$ cat config.mk
export PLATFORM = sky130hd
export DESIGN_NAME = pflash_front
export DESIGN_NICKNAME = d
export VERILOG_FILES = /design/src/rtl/pflash_pkg.sv /design/src/rtl/pflash_strobe_filter.sv /design/src/rtl/pflash_wr_capture.sv /design/src/rtl/pflash_idle_timer.sv /design/src/rtl/pflash_front.sv
export SDC_FILE = /design/constraint.sdc
export NUM_CORES = 1
export LEC_CHECK = 0
export ABC_AREA = 1
export BUFFER_PORTS_ARGS = -buffer_cell sky130_fd_sc_hd__buf_4
export CORE_ASPECT_RATIO = 1.25
export CORE_MARGIN = 4
export CORE_UTILIZATION = 51
export CTS_CLUSTER_DIAMETER = 100
export DETAILED_ROUTE_END_ITERATION = 6
export PLACE_DENSITY = 0.76
export SYNTH_ARGS = -nofsm -noshare
export SYNTH_HDL_FRONTEND = slang
export SYNTH_HIERARCHICAL = 1
export SYNTH_SLANG_ARGS = --single-unit
$ cat constraint.sdc
create_clock -name clk -period 2.15 [get_ports clk]
set_clock_uncertainty 0.1 [all_clocks]
set_input_delay 0.215 -clock clk [delete_from_list [all_inputs] [get_ports clk]]
set_output_delay 0.215 -clock clk [all_outputs]
set_load 0.02 [all_outputs]
$ cat src/rtl/pflash_pkg.sv
package pflash_pkg;
   typedef enum logic [1:0] {
      OP_STANDBY = 2'd0,
      OP_OUTDIS  = 2'd1,
      OP_READ    = 2'd2,
      OP_WRITE   = 2'd3
   } bus_op_e;
endpackage

$ cat src/rtl/pflash_strobe_filter.sv
module pflash_strobe_filter #(
   parameter int GLITCH_CYC = 3
) (
   input  logic clk,
   input  logic rst_n,
   input  logic raw_i,
   output logic filt_o
);
   generate
      if (GLITCH_CYC == 0) begin : g_pass
         assign filt_o = raw_i;
      end else begin : g_count
         localparam int CW = $clog2(GLITCH_CYC + 1);
         localparam logic [CW-1:0] LAST = CW'(GLITCH_CYC - 1);
         logic [CW-1:0] cnt_q;
         logic          lvl_q;
         always_ff @(posedge clk or negedge rst_n) begin
            if (!rst_n) begin
               lvl_q <= 1'b1;
               cnt_q <= '0;
            end else if (raw_i != lvl_q) begin
               if (cnt_q == LAST) begin
                  lvl_q <= raw_i;
                  cnt_q <= '0;
               end else begin
                  cnt_q <= cnt_q + 1'b1;
               end
            end else begin
               cnt_q <= '0;
            end
         end
         assign filt_o = lvl_q;
      end
   endgenerate
endmodule

$ cat src/rtl/pflash_wr_capture.sv
module pflash_wr_capture #(
   parameter int ADDR_W = 22,
   parameter int DATA_W = 8
) (
   input  logic              clk,
   input  logic              rst_n,
   input  logic              ce_f,
   input  logic              oe_f,
   input  logic              we_f,
   input  logic [ADDR_W-1:0] addr_i,
   input  logic [DATA_W-1:0] dq_i,
   output logic              wr_valid_o,
   output logic [ADDR_W-1:0] wr_addr_o,
   output logic [DATA_W-1:0] wr_data_o
);
   logic              both_low;
   logic              both_low_q;
   logic              spoil_q;
   logic [ADDR_W-1:0] addr_lat_q;

   assign both_low = !ce_f && !we_f;

   always_ff @(posedge clk or negedge rst_n) begin
      if (!rst_n) begin
         both_low_q <= 1'b0;
         spoil_q    <= 1'b0;
         addr_lat_q <= '0;
         wr_valid_o <= 1'b0;
         wr_addr_o  <= '0;
         wr_data_o  <= '0;
      end else begin
         both_low_q <= both_low;
         wr_valid_o <= 1'b0;
         if (both_low && !both_low_q) begin
            addr_lat_q <= addr_i;
            spoil_q    <= !oe_f;
         end else if (both_low && !oe_f) begin
            spoil_q <= 1'b1;
         end
         if (!both_low && both_low_q && !spoil_q) begin
            wr_valid_o <= 1'b1;
            wr_addr_o  <= addr_lat_q;
            wr_data_o  <= dq_i;
         end
      end
   end
endmodule

$ cat src/rtl/pflash_idle_timer.sv
module pflash_idle_timer #(
   parameter int ADDR_W   = 22,
   parameter int IDLE_CYC = 30
) (
   input  logic              clk,
   input  logic              rst_n,
   input  logic [2:0]        strb_f,
   input  logic [ADDR_W-1:0] addr_i,
   input  logic              busy_i,
   output logic              auto_sby_o
);
   localparam int TW = $clog2(IDLE_CYC + 1);
   localparam logic [TW-1:0] TOP = TW'(IDLE_CYC);

   logic [2:0]        strb_q;
   logic [ADDR_W-1:0] addr_q;
   logic [TW-1:0]     quiet_q;
   logic              moved;

   assign moved = (strb_f != strb_q) || (addr_i != addr_q);

   always_ff @(posedge clk or negedge rst_n) begin
      if (!rst_n) begin
         strb_q  <= 3'b111;
         addr_q  <= '0;
         quiet_q <= '0;
      end else begin
         strb_q <= strb_f;
         addr_q <= addr_i;
         if (moved)
            quiet_q <= '0;
         else if (quiet_q != TOP)
            quiet_q <= quiet_q + 1'b1;
      end
   end

   assign auto_sby_o = (quiet_q == TOP) && !busy_i;
endmodule

$ cat src/rtl/pflash_front.sv
module pflash_front
   import pflash_pkg::*;
#(
   parameter int          ADDR_W     = 22,
   parameter int          DATA_W     = 8,
   parameter int          GLITCH_CYC = 3,
   parameter int          IDLE_CYC   = 30,
   parameter logic [7:0]  MFR_CODE   = 8'h20,
   parameter logic [7:0]  DEV_CODE   = 8'hAC
) (
   input  logic              clk,
   input  logic              rst_n,
   input  logic              ce_n,
   input  logic              oe_n,
   input  logic              we_n,
   input  logic [ADDR_W-1:0] addr_i,
   input  logic [DATA_W-1:0] dq_i,
   input  logic [DATA_W-1:0] array_data_i,
   input  logic              sig_mode_i,
   input  logic              busy_i,
   output logic [DATA_W-1:0] dq_o,
   output logic              dq_oe_o,
   output logic [1:0]        op_o,
   output logic              wr_valid_o,
   output logic [ADDR_W-1:0] wr_addr_o,
   output logic [DATA_W-1:0] wr_data_o,
   output logic              auto_sby_o
);
   localparam int NSTRB = 3;

   generate
      if (ADDR_W < 2)       begin : g_bad_aw   $error("ADDR_W must be at least 2");   end
      if (DATA_W < 8)       begin : g_bad_dw   $error("DATA_W must be at least 8");   end
      if (GLITCH_CYC < 0)   begin : g_bad_gl   $error("GLITCH_CYC must be >= 0");     end
      if (IDLE_CYC < 2)     begin : g_bad_idle $error("IDLE_CYC must be at least 2"); end
   endgenerate

   logic [NSTRB-1:0] strb_raw;
   logic [NSTRB-1:0] strb_f;
   logic             ce_f, oe_f, we_f;
   bus_op_e          op;

   assign strb_raw = {ce_n, oe_n, we_n};

   generate
      for (genvar i = 0; i < NSTRB; i++) begin : g_filt
         pflash_strobe_filter #(.GLITCH_CYC(GLITCH_CYC)) u_filt (
            .clk    (clk),
            .rst_n  (rst_n),
            .raw_i  (strb_raw[i]),
            .filt_o (strb_f[i])
         );
      end
   endgenerate

   assign {ce_f, oe_f, we_f} = strb_f;

   always_comb begin
      if (ce_f)
         op = OP_STANDBY;
      else if (!we_f && oe_f)
         op = OP_WRITE;
      else if (!oe_f && we_f)
         op = OP_READ;
      else
         op = OP_OUTDIS;
   end

   assign op_o    = op;
   assign dq_oe_o = !ce_f && !oe_f && we_f;

   always_comb begin
      if (sig_mode_i) begin
         if (addr_i[1])
            dq_o = '0;
         else if (addr_i[0])
            dq_o = DATA_W'(DEV_CODE);
         else
            dq_o = DATA_W'(MFR_CODE);
      end else begin
         dq_o = array_data_i;
      end
   end

   pflash_wr_capture #(.ADDR_W(ADDR_W), .DATA_W(DATA_W)) u_wr (
      .clk        (clk),
      .rst_n      (rst_n),
      .ce_f       (ce_f),
      .oe_f       (oe_f),
      .we_f       (we_f),
      .addr_i     (addr_i),
      .dq_i       (dq_i),
      .wr_valid_o (wr_valid_o),
      .wr_addr_o  (wr_addr_o),
      .wr_data_o  (wr_data_o)
   );

   pflash_idle_timer #(.ADDR_W(ADDR_W), .IDLE_CYC(IDLE_CYC)) u_idle (
      .clk        (clk),
      .rst_n      (rst_n),
      .strb_f     (strb_f),
      .addr_i     (addr_i),
      .busy_i     (busy_i),
      .auto_sby_o (auto_sby_o)
   );
endmodule

==> impl_metrics.ini <==
[status]
status = completed

[power]
peakVddDrop_mv = 0.8159
p_sw_frac = 0.3776
pwr-share-seq = 0.440
p_leak_nw = 3.078
p_int_mw = 3.937
p_total_mw = 6.326
pwr-share-clk = 0.203
power.switching_mw = 2.389
comb_power_share = 0.356
power_density_mw_per_mm2 = 1171

[global_route]
gr-total-overflow = 0
grt_pass1_wl_um = 14880
grt_pass1_vias = 3362
grt_max_degree = 61
grtUsageTotal = 0.1921
antenna_found_initial = 0

[detailed_routing]
vias_per_cell = 4.775
vias = 3457
drt_iter0_drc = 176
remaining_drc_errors = 0
route.met3.wl_um = 425
wl_um = 8671
top_layer = met4
dr.pass1.iters = 4
ant_nets = 0
wirelength_met1_um = 3757
routed-wl-met2_um = 4233
route.detailed.wl_per_inst_um = 11.98

[placement]
io_buffer_count = 87
globalplace.congestion = 0.7454
place_hpwl_um = 6104
dpl_cell_area_mm2 = 0.004872

[floorplanning]
die_area_mm2 = 0.009759
die_w_um = 89.16
core_mm2 = 0.007928
initial_core_util = 0.5297
pin_count = 88
row_count = 36
die_h_um = 109.5

[setup_path]
crit_path_max_incr_delay_ns = 0.45
endpoint = auto_sby_o
r2r-start = u_wr/both_low_q$_DFF_PN0_
r2r-end = u_wr/wr_addr_o[16]$_DFFE_PN0P_
startpoint = u_idle/quiet_q[0]$_DFFE_PN0P_
crit_fanout = 5
critPathLaunchType = register
r2r_slack_ns = 0.29
required_ns = 1.84
critical_path_class = reg2out
reg2reg_depth = 5
worst_ep_arrival_time_ns = 1.58
slowest_stage = dfrtp_1
end_kind = output port
path_cells = inv_1, ha_1, nand2_1, nor2_4, inv_2, nor2_1, buf_4

[clock_network]
h-tree-depth = 3
clock-sinks = 94
cts_buffers = 9
cts.path.max_buffers = 2
cts_tree = done
postCtsSetupRepairBufs = 0
cts.clk_slew.worst_paths_ns = 0.09
cts-root-buf = clkbuf_8
clk_latency_ns = 0.36

[yosys]
synth_most_common_cell = nand2_1
synthAdderAreaFrac = 0.008939
yosysTopAreaCellShare = 0.5244
synthArstFlopShare = 1.000
synthCells = 508
yosys_most_used_dff = dfrtp_1
synth_cell_type_count = 26
synth_edf_count = 0
synth_compound_area_frac = 0.008641
synth_seq_cells = 94
yosysWarnings = 6
synthMuxAreaShare = 0
synth_top_cell_by_area = dfrtp_1
syn-mean-instance-area_um2 = 8.266
syn_nets = 556
seq_area_frac_synth = 0.5620
synth_top_family_by_area = simple AND/OR/NAND/NOR gates
synth-simple-area-share = 0.3156
netlist_area_mm2 = 0.004199
synthTopCellsByArea = dfrtp_1, nand2_1, nand3_1
synth_xor_area_frac = 0.01043
ys_top_cells_by_count = nand2_1, dfrtp_1, inv_1

[sta]
period_needed_ns = 1.893
tns_ns = 0
drv_slew = 0
period_share = 0.8804
max_freq_ghz = 0.5283
finalSetupViolCount = 0
rsz0062_at_grt = no
worst_pin_slew_ns = 0.6627
hold_slack_ns = 0.03057
hold_violations = 0
max-slew-margin-rel = 0.5571

[cells_and_area]
fin_util = 0.6815
n_fill_cell = 649
fin_area_mm2 = 0.005403
num-nets-final = 672
antenna_cells = 0
multiInputGateArea_mm2 = 0.001443
seq_area_mm2 = 0.002360
area_growth_pct = 28.67
drive_gt1_frac = 0.2003

[min_path]
worstHoldPathType = in2reg
hold_depth = 4

[job]
cap_violations = 0
-- logic make-up (layout without fill, tap and decap cells) --
family / Yosys count / count (layout)
xor gates and xnor gates: 5 / 5
and+or+nand+nor: 313 / 313
AOI/OAI and AO/OA: 6 / 6
adders and majority gates: 3 / 3
DFF: 94 / 94
buffers and inverters: 87 / 208
-- through the flow --
step	cells	setup slack [ns]
6_report	724	0.2571
5_1_grt	724	0.09499
4_1_cts	724	0.2339
3_5_place_dp	677	0.2721
3_3_place_gp	677	0.3187
2_1_floorplan	508	0.6653
-- critical path, delay by kind of cell, from the launching register on --
family	cells	cell delay (ns)
flops	1	0.45
simple gates	3	0.33
fa+ha+maj	1	0.15
buf+inv	3	0.30
-- state kept, by name (all words and copies together) (netlist names) --
signal	flops
u_idle/addr_q	22
u_wr/addr_lat_q	22
u_wr/wr_addr_o	22
u_wr/wr_data_o	8
g_filt.u_filt/g_count.cnt_q	6
u_idle/quiet_q	5
g_filt.u_filt/filt_o	3
u_idle/strb_q	3
u_wr/both_low_q	1
u_wr/spoil_q	1
u_wr/wr_valid_o	1
-- power groups by stage --
| stage | Clock (mW) | Sequential (mW) | Combinational (mW) |
|---|---|---|---|
| 5_1_grt | 1.39 | 2.87 | 2.56 |
| 4_1_cts | 1.32 | 2.79 | 2.28 |
| 2_1_floorplan | 0 | 3.04 | 1.27 |
| 3_5_place_dp | 0 | 2.82 | 2.23 |
| 3_3_place_gp | 0 | 2.80 | 2.15 |
| 6_report | 1.29 | 2.78 | 2.25 |
-- worst min path at each step --
| stage | start | end | slack [ns] |
|---|---|---|---|
| floorplan | rst_n | g_filt[0].u_filt/g_count.cnt_q[0]$_DFF_PN0_ | -0.18 |
| global route | ce_n | g_filt[2].u_filt/g_count.cnt_q[0]$_DFF_PN0_ | 0.03 |
| finish | ce_n | g_filt[2].u_filt/g_count.cnt_q[1]$_DFF_PN0_ | 0.03 |
| global placement | rst_n | u_idle/addr_q[4]$_DFF_PN0_ | 0.09 |
| CTS | ce_n | g_filt[2].u_filt/g_count.cnt_q[0]$_DFF_PN0_ | 0.01 |
| detailed placement | rst_n | u_idle/addr_q[4]$_DFF_PN0_ | 0.09 |
-- area by class of cell --
type | count | share of cell area
multi-input cells | 327 | 0.2670
clock buffers | 10 | 0.02362
clock inverters | 6 | 0.01714
inverters | 72 | 0.05002
well taps | 95 | 0.02200
flip-flops and latches | 94 | 0.4368
repair buffers | 120 | 0.1834
-- cells in the final DEF (no fill, tap or decap), drive strengths merged --
master,Yosys,routed
nand2,216,216
buf,15,89
dfrtp,88,88
inv,72,74
nand3,58,58
nor2,32,32
dlygate4sd3,0,31
clkbuf,0,10
dfstp,6,6
nor3,5,5
o21ai,4,4
ha,3,3
xnor2,3,3
bufinv,0,2
xor2,2,2
clkinvlp,0,1
clkinv,0,1
nand4,1,1
o21bai,1,1
a21oi,1,1
nand3b,1,1
-- timing repair --
item	CTS	global route
hold buffers	31	0
endpoints found under the hold margin	60	0
gates resized for setup	0	0
-- layer usage --
layer  track usage  vias up
li1              -     1762
met1        0.2409     1587
met2        0.3193       85
met3       0.03298       23
met4       0.09149        0
met5             0        -
No activity file was read; power rests on OpenSTA's default activity.
